==> config.mk <==
export PLATFORM = sky130hd
export DESIGN_NAME = rx_lane_delay_trainer
export DESIGN_NICKNAME = d
export VERILOG_FILES = /design/src/rtl/rx_lane_delay_trainer.sv
export SDC_FILE = /design/constraint.sdc
export NUM_CORES = 1
export LEC_CHECK = 0
export BUFFER_PORTS_ARGS = -buffer_cell sky130_fd_sc_hd__clkbuf_2
export CORE_MARGIN = 2
export CORE_UTILIZATION = 50
export CTS_BUF_LIST = sky130_fd_sc_hd__clkbuf_8 sky130_fd_sc_hd__clkbuf_16
export DETAILED_ROUTE_END_ITERATION = 10
export GPL_ROUTABILITY_DRIVEN = 1
export PLACE_DENSITY = 0.75
export SLEW_MARGIN = 20
export SYNTH_ARGS = -nofsm -noshare
export SYNTH_HDL_FRONTEND = slang
export SYNTH_SLANG_ARGS = --single-unit
==> constraint.sdc <==
create_clock -name clk -period 16.9 [get_ports clk]
set_input_delay 0.845 -clock clk [delete_from_list [all_inputs] [get_ports clk]]
set_output_delay 0.845 -clock clk [all_outputs]
set_load 0.1 [all_outputs]
==> src/rtl/rx_lane_delay_trainer.sv <==
module rx_lane_delay_trainer #(
  parameter int LANES = 4,
  parameter int DW    = 3,
  parameter int DEF   = 4
) (
  input  logic                clk,
  input  logic                rst,
  input  logic                start,
  output logic                busy,
  output logic                done,
  output logic                rd_req,
  input  logic                rd_resp,
  input  logic                rd_match,
  output logic [LANES*DW-1:0] dly_vec,
  output logic [LANES-1:0]    lane_fail
);
  localparam int NC = 1 << DW;
  localparam int LW = (LANES > 1) ? $clog2(LANES) : 1;

  typedef enum logic [1:0] {IDLE, REQ, WAIT, EVAL} st_t;

  st_t            st;
  logic [LW-1:0]  lane;
  logic [DW-1:0]  cand;
  logic [NC-1:0]  mask;
  logic           done_r;
  logic [DW-1:0]  pick;
  logic [DW:0]    run_len, best_len;
  logic [DW-1:0]  run_st, best_st;

  assign busy   = (st != IDLE);
  assign rd_req = (st == REQ);
  assign done   = done_r;

  always_comb begin
    run_len  = '0;
    best_len = '0;
    run_st   = '0;
    best_st  = '0;
    for (int i = 0; i < NC; i++) begin
      if (mask[i]) begin
        if (run_len == '0) run_st = DW'(i);
        run_len = run_len + 1'b1;
        if (run_len > best_len) begin
          best_len = run_len;
          best_st  = run_st;
        end
      end else begin
        run_len = '0;
      end
    end
    pick = best_st + DW'((best_len - 1'b1) >> 1);
  end

  always_ff @(posedge clk) begin
    if (rst) begin
      st        <= IDLE;
      lane      <= '0;
      cand      <= '0;
      mask      <= '0;
      done_r    <= 1'b0;
      lane_fail <= '0;
      dly_vec   <= {LANES{DW'(DEF)}};
    end else begin
      done_r <= 1'b0;
      case (st)
        IDLE: if (start) begin
          lane           <= '0;
          cand           <= '0;
          mask           <= '0;
          dly_vec[0+:DW] <= '0;
          st             <= REQ;
        end
        REQ: st <= WAIT;
        WAIT: if (rd_resp) begin
          mask[cand] <= rd_match;
          if (cand == DW'(NC-1)) begin
            st <= EVAL;
          end else begin
            cand                           <= cand + 1'b1;
            dly_vec[int'(lane)*DW +: DW]   <= cand + 1'b1;
            st                             <= REQ;
          end
        end
        EVAL: begin
          if (mask == '0) begin
            dly_vec[int'(lane)*DW +: DW] <= DW'(DEF);
            lane_fail[lane]              <= 1'b1;
          end else begin
            dly_vec[int'(lane)*DW +: DW] <= pick;
          end
          if (lane == LW'(LANES-1)) begin
            done_r <= 1'b1;
            st     <= IDLE;
          end else begin
            lane                               <= lane + 1'b1;
            cand                               <= '0;
            mask                               <= '0;
            dly_vec[(int'(lane)+1)*DW +: DW]   <= '0;
            st                                 <= REQ;
          end
        end
        default: st <= IDLE;
      endcase
    end
  end
endmodule


Word-level counts from Yosys, hierarchy flattened
Cells that the tools add are included.
{"block": "totals", "output_inout_bits": 19, "regBits": 32, "wordCells": 159}
{"block": "op_classes", "bitwise_logic": 2, "eq_ne": 9, "mux": 84, "addsub": 14, "shift": 6, "magnitude_cmp": 11, "n_reduce_logical": 23, "multipliers": 2}
{"operator": "3-bit two-way mux", "count": 30}
{"operator": "4-bit two-way mux", "count": 20}
{"operator": "12-bit two-way mux", "count": 6}
{"operator": "3-bit by 33-bit variable shift with 12-bit output, first input constant", "count": 2}
{"operator": "3-bit by 33-bit variable part select with 12-bit output", "count": 2}
{"operator": "3-bit by 33-bit variable part select with 12-bit output, first input constant", "count": 2}
{"operator": "12-bit bitwise mux", "count": 4}
{"operator": "4-bit negator with 33-bit output", "count": 1}
{"operator": "5-bit negator with 33-bit output", "count": 1}
{"operator": "4-bit by 1-bit adder with 4-bit output, second input constant", "count": 7}
{"operator": "4-bit greater-than comparator", "count": 7}
{"operator": "4-bit zero test", "count": 7}
{"operator": "8-bit two-way mux", "count": 3}
{"operator": "8-bit one-hot mux with 3 select lines", "count": 1}
{"operator": "3-bit one-hot mux with 3 select lines", "count": 2}
{"operator": "9-bit one-hot mux with 2 select lines", "count": 1}
{"operator": "2-bit two-way mux", "count": 5}
{"operator": "8-bit bitwise mux", "count": 1}
{"operator": "8-bit zero test", "count": 1}
{"operator": "2-bit != test, second input constant", "count": 4}
{"operator": "2-bit one-hot mux with 4 select lines", "count": 1}
{"operator": "4-bit AND reduction", "count": 2}
{"operator": "1-bit two-way mux", "count": 7}
{"operator": "2-bit equality test, second input constant", "count": 3}
{"operator": "26 further kinds", "count": 31}

Longest topological paths before layout
Gate-level depths: netlist of the first run.
{"block": "logic_depth", "word_depth": 33, "mapped_depth": 50, "depth_no_buf": 46}

Worst setup path before layout of the first run
Ideal clock, no wire load.
{"block": "synth_path", "path_kind": "reg-to-reg", "start": "register mask[0]", "end": "register dly_vec[1]", "required_time_ps": 16833, "path_stages_with_launch": 47, "setup_slack_ps": 8719, "setup_ps": 67, "arrival_ps": 8114, "cell_sequence": "dfxtp_1 inv_1 ha_1 xor2_1 nand2_1 inv_1 ha_1 ha_1 inv_1 ha_1 nand3b_4 o221ai_4 a21oi_4 o21a_1 or2_1 a211o_1 buf_6 nor2_1 (+11 left out) o221ai_1 o221ai_1 buf_2 mux2i_1 ha_1 a21o_1 o221a_1 buf_6 a211oi_1 a21oi_1 ha_1 inv_1 fa_1 nor2_1 mux2i_1 nor4_1 a21oi_1 nor2_1"}
{"block": "synth_between", "elab_chain_cells": 33, "elab_cells_between_ends": 81, "cone_classes": "9 x add/sub; 7 x order compare; 1 x shift; 56 x mux; 8 x reduce/logical"}
{"element": "from (decl)", "line": "25", "text": "logic [NC-1:0] mask;"}
{"element": "from (signal, indexed assignment)", "line": "76", "text": "mask[cand] <= rd_match;"}
{"element": "1-bit two-way mux", "line": "41", "text": "if (mask[i]) begin"}
{"element": "4-bit by 1-bit adder with 4-bit output", "line": "43", "text": "run_len = run_len + 1'b1;"}
{"element": "4-bit greater-than comparator", "line": "44", "text": "if (run_len > best_len) begin"}
{"element": "4-bit two-way mux", "line": "44"}
{"element": "4-bit two-way mux", "line": "41"}
{"element": "4-bit greater-than comparator", "line": "44"}
{"element": "4-bit two-way mux", "line": "44"}
{"element": "4-bit two-way mux", "line": "41"}
{"element": "(+17 left out)"}
{"element": "3-bit by 33-bit variable part select with 12-bit output", "line": "90", "text": "dly_vec[int'(lane)*DW +: DW] <= pick;"}
{"element": "12-bit bitwise mux", "line": "90"}
{"element": "12-bit two-way mux *", "line": "86", "text": "if (mask == '0) begin"}
{"element": "12-bit two-way mux *", "line": "66", "text": "case (st)"}
{"element": "12-bit two-way mux *", "line": "56", "text": "if (rst) begin"}
{"element": "12-bit bitwise mux", "line": "99", "text": "dly_vec[(int'(lane)+1)*DW +: DW] <= '0;"}
{"element": "12-bit two-way mux *", "line": "92", "text": "if (lane == LW'(LANES-1)) begin"}
{"element": "3-bit one-hot mux with 3 select lines *", "line": "66"}
{"element": "to (signal assigned)", "line": "63", "text": "dly_vec <= {LANES{DW'(DEF)}};"}
{"element": "to (signal, indexed assignment)", "line": "81", "text": "dly_vec[int'(lane)*DW +: DW] <= cand + 1'b1;"}
{"element": "to (signal, indexed assignment)", "line": "90"}
{"element": "to (decl)", "line": "14", "text": "output logic [LANES*DW-1:0] dly_vec,"}
Every way passes the cells marked *; elsewhere a longest branch is shown, timed or not. The select of a mux whose other input is x is not followed.
A chain may end at the register's enable or synchronous reset.

Worst setup path in the final report of the first run
Ends and elaborated chain as after synthesis.

==> out/results.ini, run 1 <==
[run_status]
status=finished, final reports clean

[critical_path]
path_max_fanout=11
r2r-start=mask[0]$_SDFFE_PP0P_
setup.worst_path.start_class=register
r2r_cells=42
cp_slowest_cell=o221ai_1
critPathArrivalTime_ns=9.72
r2r_end=dly_vec[1]$_SDFFE_PP0P_
crit_required_ns=17.12
cp-endpoint=dly_vec[1]$_SDFFE_PP0P_
critPathMostFrequentCell=ha_1
max_stage_delay_ns=0.74
crit_start=mask[0]$_SDFFE_PP0P_
crit_type=register to register
cp-end-kind=register
ff2ff_setup_slack_ns=7.41

[sta]
max_slew_margin_pct=27.93
skew_ns=0.01020
timing.setup.tns_ns=0
min_period_ns=9.493
fin_ws_ns=7.407
finalHoldViolCount=0
setup_violations=0
grt_setup_unrepaired=no
clock.fmax_ghz=0.1053
slew_violations=0
min_period_over_period_pct=56.17
tightest_slew_ns=1.077

[detailed_routing]
wl_per_cell_um=14.52
remaining_drc_errors=0
first_pass_iters=5
ant_nets=0
drt_iter0_drc=225
drt-total-wl_um=9120
vias_per_cell=5.912
vias=3713

[grt]
antenna_found_initial=0
track_usage_pct=22.21
grt_overflow=0
grt_pass1_wl_um=15650
grt_max_degree=33
grt_pass1_vias=3402

[clock_tree]
htree_levels=2
cts_tree=built
numCtsBuffers=5
cts_resized=0
clock_sinks=32
post_cts_buffers=0
cts_root_buf=clkbuf_8
insertion_delay_ns=0.29
cts_hold_buf=0
clkSlewWorstSetupHoldPaths_ns=0.07
cts.path.max_buffers=2

[place]
gp_congestion=0.8832
dpl-instance-area_um2=3904
io_buffer_count=23
hpwl_um=6914
place_ws_ns=7.540

[yosys]
synthCells=527
synth_cell_type_count=74
avgSynthCellArea_um2=7.253
yosys_warnings=0
synth_edf_count=0
synthFlopType=dfxtp_1
syn-num-nets=569
synth-async-reset-ratio_pct=0
ys_ff_latch=32
syn_area_um2=3822
synth-seq-area-share_pct=16.76

[floorplanning]
die_area_um2=8360
row_count=31
start_util_pct=52.14
dieWidth_um=91.44
die_h_um=91.44
core-area_um2=7331
top_level_ports=24

[cells_and_area]
diodes=0
syn_to_final_growth_pct=4.157
stdcell_area_um2=3981
final_cell_mix=nor2_1, a21oi_1, nand2_1
nNetsFinal=571
drive_above_1_share_pct=9.830
final_common_cell=nor2_1

[flow_run]
drv_cap=0

[power]
peakVddDrop_uv=61.82
internal_power_mw=0.1100
p_sw_mw=0.04825
p_leak_nw=1.635
pwr-share-seq_pct=50.0
combPwrFrac_pct=15.4
p_clk_share_pct=34.6
power.share.switching_pct=30.49
p_per_area_nw_per_um2=39.75

[hold_path]
hp-class=register to register
holdPathStages=2

[how the worst min path moves through the flow]
stage               slack [ns]                         to                 startpoint
global route              0.50  lane_fail[2]$_SDFFE_PP0P_  lane_fail[2]$_SDFFE_PP0P_
global placement          0.45  lane_fail[3]$_SDFFE_PP0P_  lane_fail[3]$_SDFFE_PP0P_
CTS                       0.48    dly_vec[9]$_SDFFE_PP0P_    dly_vec[9]$_SDFFE_PP0P_
finish                    0.47  lane_fail[2]$_SDFFE_PP0P_  lane_fail[2]$_SDFFE_PP0P_
floorplan                 0.46       mask[7]$_SDFFE_PP0P_       mask[7]$_SDFFE_PP0P_
detailed placement        0.46  lane_fail[0]$_SDFFE_PP0P_  lane_fail[0]$_SDFFE_PP0P_
[power groups by stage]
stage / Sequential [mW] / Clock (mW) / Combinational (mW)
after floorplan: 0.0834 / 0 / 0.0169
after global placement: 0.0807 / 0 / 0.0239
after detailed placement: 0.0807 / 0 / 0.0240
after CTS: 0.0790 / 0.0558 / 0.0242
after global routing: 0.0794 / 0.0589 / 0.0263
final: 0.0792 / 0.0547 / 0.0243
[sequential cells by signal, indices dropped and copies added, names as in the netlist]
name,flops
dly_vec,12
mask,8
lane_fail,4
cand,3
lane,2
st,2
done,1
[metrics by stage]
step / hold WS [ns] / power (mW) / utilization, % / cells
4_1_cts: 0.4752 / 0.1590 / 54.31 / 628
5_1_grt: 0.5003 / 0.1646 / 54.31 / 628
6_report: 0.4747 / 0.1582 / 54.31 / 628
3_3_place_gp: 0.4514 / 0.1046 / 53.25 / 621
2_1_floorplan: 0.4636 / 0.1003 / - / 527
3_5_place_dp: 0.4626 / 0.1048 / 53.25 / 621
[cell families (layout without fill, tap and decap cells)]
logic type / Yosys count / after routing / synth area share, %
buf+inv: 62 / 64 / 7.660
compound gates: 152 / 152 / 26.68
simple gates: 208 / 208 / 27.23
xor+xnor: 24 / 24 / 5.892
mux: 12 / 12 / 3.470
flops: 32 / 32 / 16.76
fa+ha+maj: 37 / 37 / 12.31
[worst max-delay path, delay by kind of cell, from the launching register on]
kind	cells	cell delay, ns
AND/OR/NAND/NOR	10	1.54
buffers and inverters	6	0.47
adder cells (fa/ha/maj)	9	2.71
XOR/XNOR	1	0.17
multiplexers	3	0.78
AO/OA/AOI/OAI	13	3.36
flip-flops	1	0.39
[final cells by class]
type	count	area, um2
Clock buffer	5	68.82
Clock inverter	2	8.758
Fill cell	707	3349
Inverter	34	135.1
Multi-Input combinational cell	433	2889
Sequential cell	32	640.6
Tap cell	99	123.9
Timing Repair Buffer	23	115.1
[cell usage after synthesis (2+ instances only)]
| library cell | instances | share of area (%) |
|---|---|---|
| nand3b_1 | 2 | 0.39 |
| nor3b_1 | 3 | 0.59 |
| nand2_1 | 50 | 4.9 |
| nor4b_1 | 2 | 0.46 |
| xor2_1 | 9 | 2.1 |
| a21oi_1 | 59 | 7.7 |
| xnor2_2 | 2 | 0.85 |
| buf_2 | 2 | 0.26 |
| nand2b_1 | 7 | 1.1 |
| a31oi_1 | 9 | 1.5 |
| nor3_1 | 15 | 2.0 |
| a41oi_1 | 2 | 0.46 |
| a21o_1 | 4 | 0.79 |
| dfxtp_1 | 32 | 17 |
| and3_1 | 5 | 0.82 |
| nand4_1 | 5 | 0.82 |
| nor4bb_1 | 2 | 0.52 |
| nand4b_1 | 3 | 0.69 |
| xnor2_1 | 13 | 3.0 |
| nor4_1 | 2 | 0.33 |
| or2_2 | 3 | 0.49 |
| nor2b_1 | 12 | 2.0 |
| inv_1 | 33 | 3.2 |
| o221ai_1 | 2 | 0.46 |
| o31ai_1 | 3 | 0.59 |
| o211ai_1 | 2 | 0.39 |
| buf_6 | 4 | 1.2 |
| nand3_1 | 20 | 2.6 |
| clkbuf_1 | 20 | 2.0 |
| a211o_1 | 2 | 0.46 |
| o21ai_0 | 31 | 4.1 |
| ha_1 | 36 | 12 |
| and2_4 | 2 | 0.46 |
| a211oi_1 | 4 | 0.79 |
| mux2i_1 | 11 | 2.9 |
| o21ai_1 | 4 | 0.52 |
| o21a_1 | 2 | 0.39 |
| a22oi_1 | 5 | 0.98 |
| and2_1 | 7 | 1.1 |
| nor2_1 | 62 | 6.1 |
[per-layer routing]
metal	global-route usage (%)	share of wire (%)	up-vias
li1	-	-	1860
met1	31.26	49	1748
met2	35.17	46	89
met3	2.822	3.7	16
met4	6.818	1.5	0
met5	0	0	-
Note: power is estimated with default switching activity, not from simulation.
==> run 2, diff against run 1 <==
--- a/config.mk
+++ b/config.mk
@@ -5,13 +5,14 @@
 export SDC_FILE = /design/constraint.sdc
 export NUM_CORES = 1
 export LEC_CHECK = 0
+export ABC_AREA = 1
 export BUFFER_PORTS_ARGS = -buffer_cell sky130_fd_sc_hd__clkbuf_2
 export CORE_MARGIN = 2
 export CORE_UTILIZATION = 50
 export CTS_BUF_LIST = sky130_fd_sc_hd__clkbuf_8 sky130_fd_sc_hd__clkbuf_16
 export DETAILED_ROUTE_END_ITERATION = 10
 export GPL_ROUTABILITY_DRIVEN = 1
-export PLACE_DENSITY = 0.75
+export PLACE_DENSITY = 0.78
 export SLEW_MARGIN = 20
 export SYNTH_ARGS = -nofsm -noshare
 export SYNTH_HDL_FRONTEND = slang
==> constraint.sdc (replaced) <==
create_clock -name clk -period 8.55 [get_ports clk]
set_input_delay 0.4275 -clock clk [delete_from_list [all_inputs] [get_ports clk]]
set_output_delay 0.4275 -clock clk [all_outputs]
set_load 0.1 [all_outputs]
==> out/results.ini, run 2 <==
[run_status]
status=finished, final reports clean

[flow_run]
drv_cap=0  ; unchanged

[detailed_routing]
drt_iter0_drc=166  ; -26%
drt-total-wl_um=9042  ; -0.86%
vias=3809  ; +2.6%
wl_per_cell_um=12.83  ; -12%
remaining_drc_errors=0  ; unchanged
vias_per_cell=5.403  ; -8.6%
ant_nets=0  ; unchanged
first_pass_iters=5  ; unchanged

[grt]
grt_pass1_vias=3472  ; +2.1%
grt_pass1_wl_um=15810  ; +1.1%
antenna_found_initial=0  ; unchanged
track_usage_pct=24.86  ; +2.7 points
grt_max_degree=24  ; -27%
grt_overflow=0  ; unchanged

[floorplanning]
core-area_um2=6794  ; -7.3%
start_util_pct=51.92  ; -0.23 points
row_count=30  ; -3.2%
die_h_um=87.99  ; -3.8%
die_area_um2=7742  ; -7.4%
dieWidth_um=87.99  ; -3.8%
top_level_ports=24  ; unchanged

[critical_path]
critPathArrivalTime_ns=8.03  ; -1.69 ns
max_stage_delay_ns=0.38  ; -0.36 ns
crit_type=register to register
path_max_fanout=13  ; +2
crit_required_ns=8.78  ; -8.34 ns
cp-end-kind=register
setup.worst_path.start_class=register
cp_slowest_cell=fa_1
r2r_cells=64  ; +52%
critPathMostFrequentCell=nand2_1

[power]
p_per_area_nw_per_um2=117.9  ; +200%
peakVddDrop_uv=149.7  ; +140%
total_power_mw=0.4550  ; +190%
p_leak_nw=1.983  ; +21%

[clock_tree]
cts_tree=built
clkSlewWorstSetupHoldPaths_ns=0.07  ; about the same
insertion_delay_ns=0.29  ; about the same
clock_sinks=32  ; unchanged
cts.path.max_buffers=2  ; unchanged
numCtsBuffers=5  ; unchanged
htree_levels=2  ; unchanged
cts_root_buf=clkbuf_8

[sta]
hold_ws_ns=0.4516  ; -0.02313 ns
timing.setup.tns_ns=0  ; unchanged
skew_ns=0.003111  ; -0.007091 ns
finalHoldViolCount=0  ; unchanged
fin_ws_ns=0.7552  ; -6.652 ns
min_period_ns=7.795  ; -1.698 ns
max_slew_margin_pct=54.17  ; +26 points
tightest_slew_ns=0.6843  ; -0.3928 ns
min_period_over_period_pct=91.17  ; +35 points
setup_violations=0  ; unchanged
slew_violations=0  ; unchanged
clock.fmax_ghz=0.1283  ; +22%

[cells_and_area]
syn_to_final_growth_pct=9.436
stdcell_area_um2=3860  ; -3.0%
utilization_pct=56.81  ; +2.5 points
final_common_cell=nand2_1
final_cell_mix=nand2_1, inv_1, nor2_1
nNetsFinal=651  ; +14%
drive_above_1_share_pct=12.48  ; +2.6 points
top_regs=dly_vec (12), mask (8), lane_fail (4)
multiInputGateArea_um2=2495  ; -14%
largest-register=dly_vec
largest_register_ffs=12  ; unchanged
register_area_um2=643.1  ; +0.39%
fin_cells=705  ; +12%
fillers=682  ; -3.5%
diodes=0  ; unchanged

[yosys]
ys_ff_latch=32  ; unchanged
synth_top_area_share_pct=18.16  ; +1.4 points
synthCells=585  ; +11%
yosys.area.top_type=dfxtp_1
synth_cell_type_count=39  ; -47%
synth-seq-area-share_pct=18.16  ; +1.4 points
yosysMostFrequentCell=nand2_1
yosys-top-cells-area=dfxtp_1, nand2_1, ha_1
syn_area_um2=3527  ; -7.7%
synthFlopType=dfxtp_1
avgSynthCellArea_um2=6.029  ; -17%
synth_commonest_cells=nand2_1, inv_1, nor2_1
yosys_warnings=0  ; unchanged
synth-async-reset-ratio_pct=0  ; unchanged
syn-num-nets=627  ; +10%
synth_edf_count=0  ; unchanged

[place]
dpl-instance-area_um2=3711  ; -4.9%
place_inst=695  ; +12%
io_buffer_count=23  ; unchanged
place_ws_ns=0.2473  ; -7.292 ns
hpwl_um=6950  ; +0.52%
gp_congestion=0.9374  ; +6.1%

[hold_path]
hp-class=register to register
holdPathStages=2  ; unchanged

## run 2: cell types whose count changed after synthesis, sizes merged, moves of 9 or more
cell,change
mux2i,-12
a21oi,-21
nand3,+33
nand2,+111
clkbuf,-15
nor2b,-12
inv,+61
and2,-9
xnor2,-12
## run 2: area by class of cell
type / instances / share of cell area [%]
inverters: 98 / 9.530
flip-flops and latches: 32 / 16.66
well taps: 96 / 3.112
repair buffers: 26 / 3.566
clock buffers: 7 / 2.496
multi-input cells: 446 / 64.64
## run 2: metal layers
metal	GRT usage, %	wire (um)	up-vias
li1	-	-	1958
met1	34.34	4329	1722
met2	41.46	4111	114
met3	3.959	490	15
met4	4.196	110	0
met5	0	0	-
## run 2: final timing paths
path / start / endpoint / slack, ns
max: mask[0]$_SDFFE_PP0P_ / dly_vec[11]$_SDFFE_PP1P_ / 0.76
min: lane_fail[2]$_SDFFE_PP0P_ / lane_fail[2]$_SDFFE_PP0P_ / 0.45
min reg2reg: lane_fail[2]$_SDFFE_PP0P_ / lane_fail[2]$_SDFFE_PP0P_ / 0.45
max reg2reg: mask[0]$_SDFFE_PP0P_ / dly_vec[11]$_SDFFE_PP1P_ / 0.76
## run 2: power by group
part           switching [mW]  total (mW)  internal, mW
sequential             0.0130       0.171         0.158
clock                  0.0554       0.127        0.0716
combinational           0.120       0.157        0.0370
total                   0.188       0.455         0.267
## run 2: kinds of logic (layout without fill, tap and decap cells)
| logic type | Yosys count | in the layout | synth area share [%] |
|---|---|---|---|
| adder cells (fa/ha/maj) | 37 | 37 | 13.34 |
| buffers and inverters | 108 | 131 | 12.10 |
| XOR/XNOR | 7 | 7 | 1.738 |
| AO/OA/AOI/OAI | 105 | 105 | 16.78 |
| AND/OR/NAND/NOR | 296 | 297 | 37.89 |
| flip-flops | 32 | 32 | 18.16 |
## run 2: critical path, delay by kind of cell (launching register included)
family / cells / cell delay [ns]
AO/OA/AOI/OAI: 5 / 0.68
AND/OR/NAND/NOR: 38 / 3.39
XOR/XNOR: 1 / 0.15
adder cells (fa/ha/maj): 9 / 2.40
flip-flops: 1 / 0.36
buffers and inverters: 11 / 0.72
## run 2: timing repair
action | 4_1_cts | 5_1_grt
resized for setup | 0 | 17
endpoints found under the setup margin | 0 | 9
buffers inserted | 0 | 2
hold buffers | 0 | 0
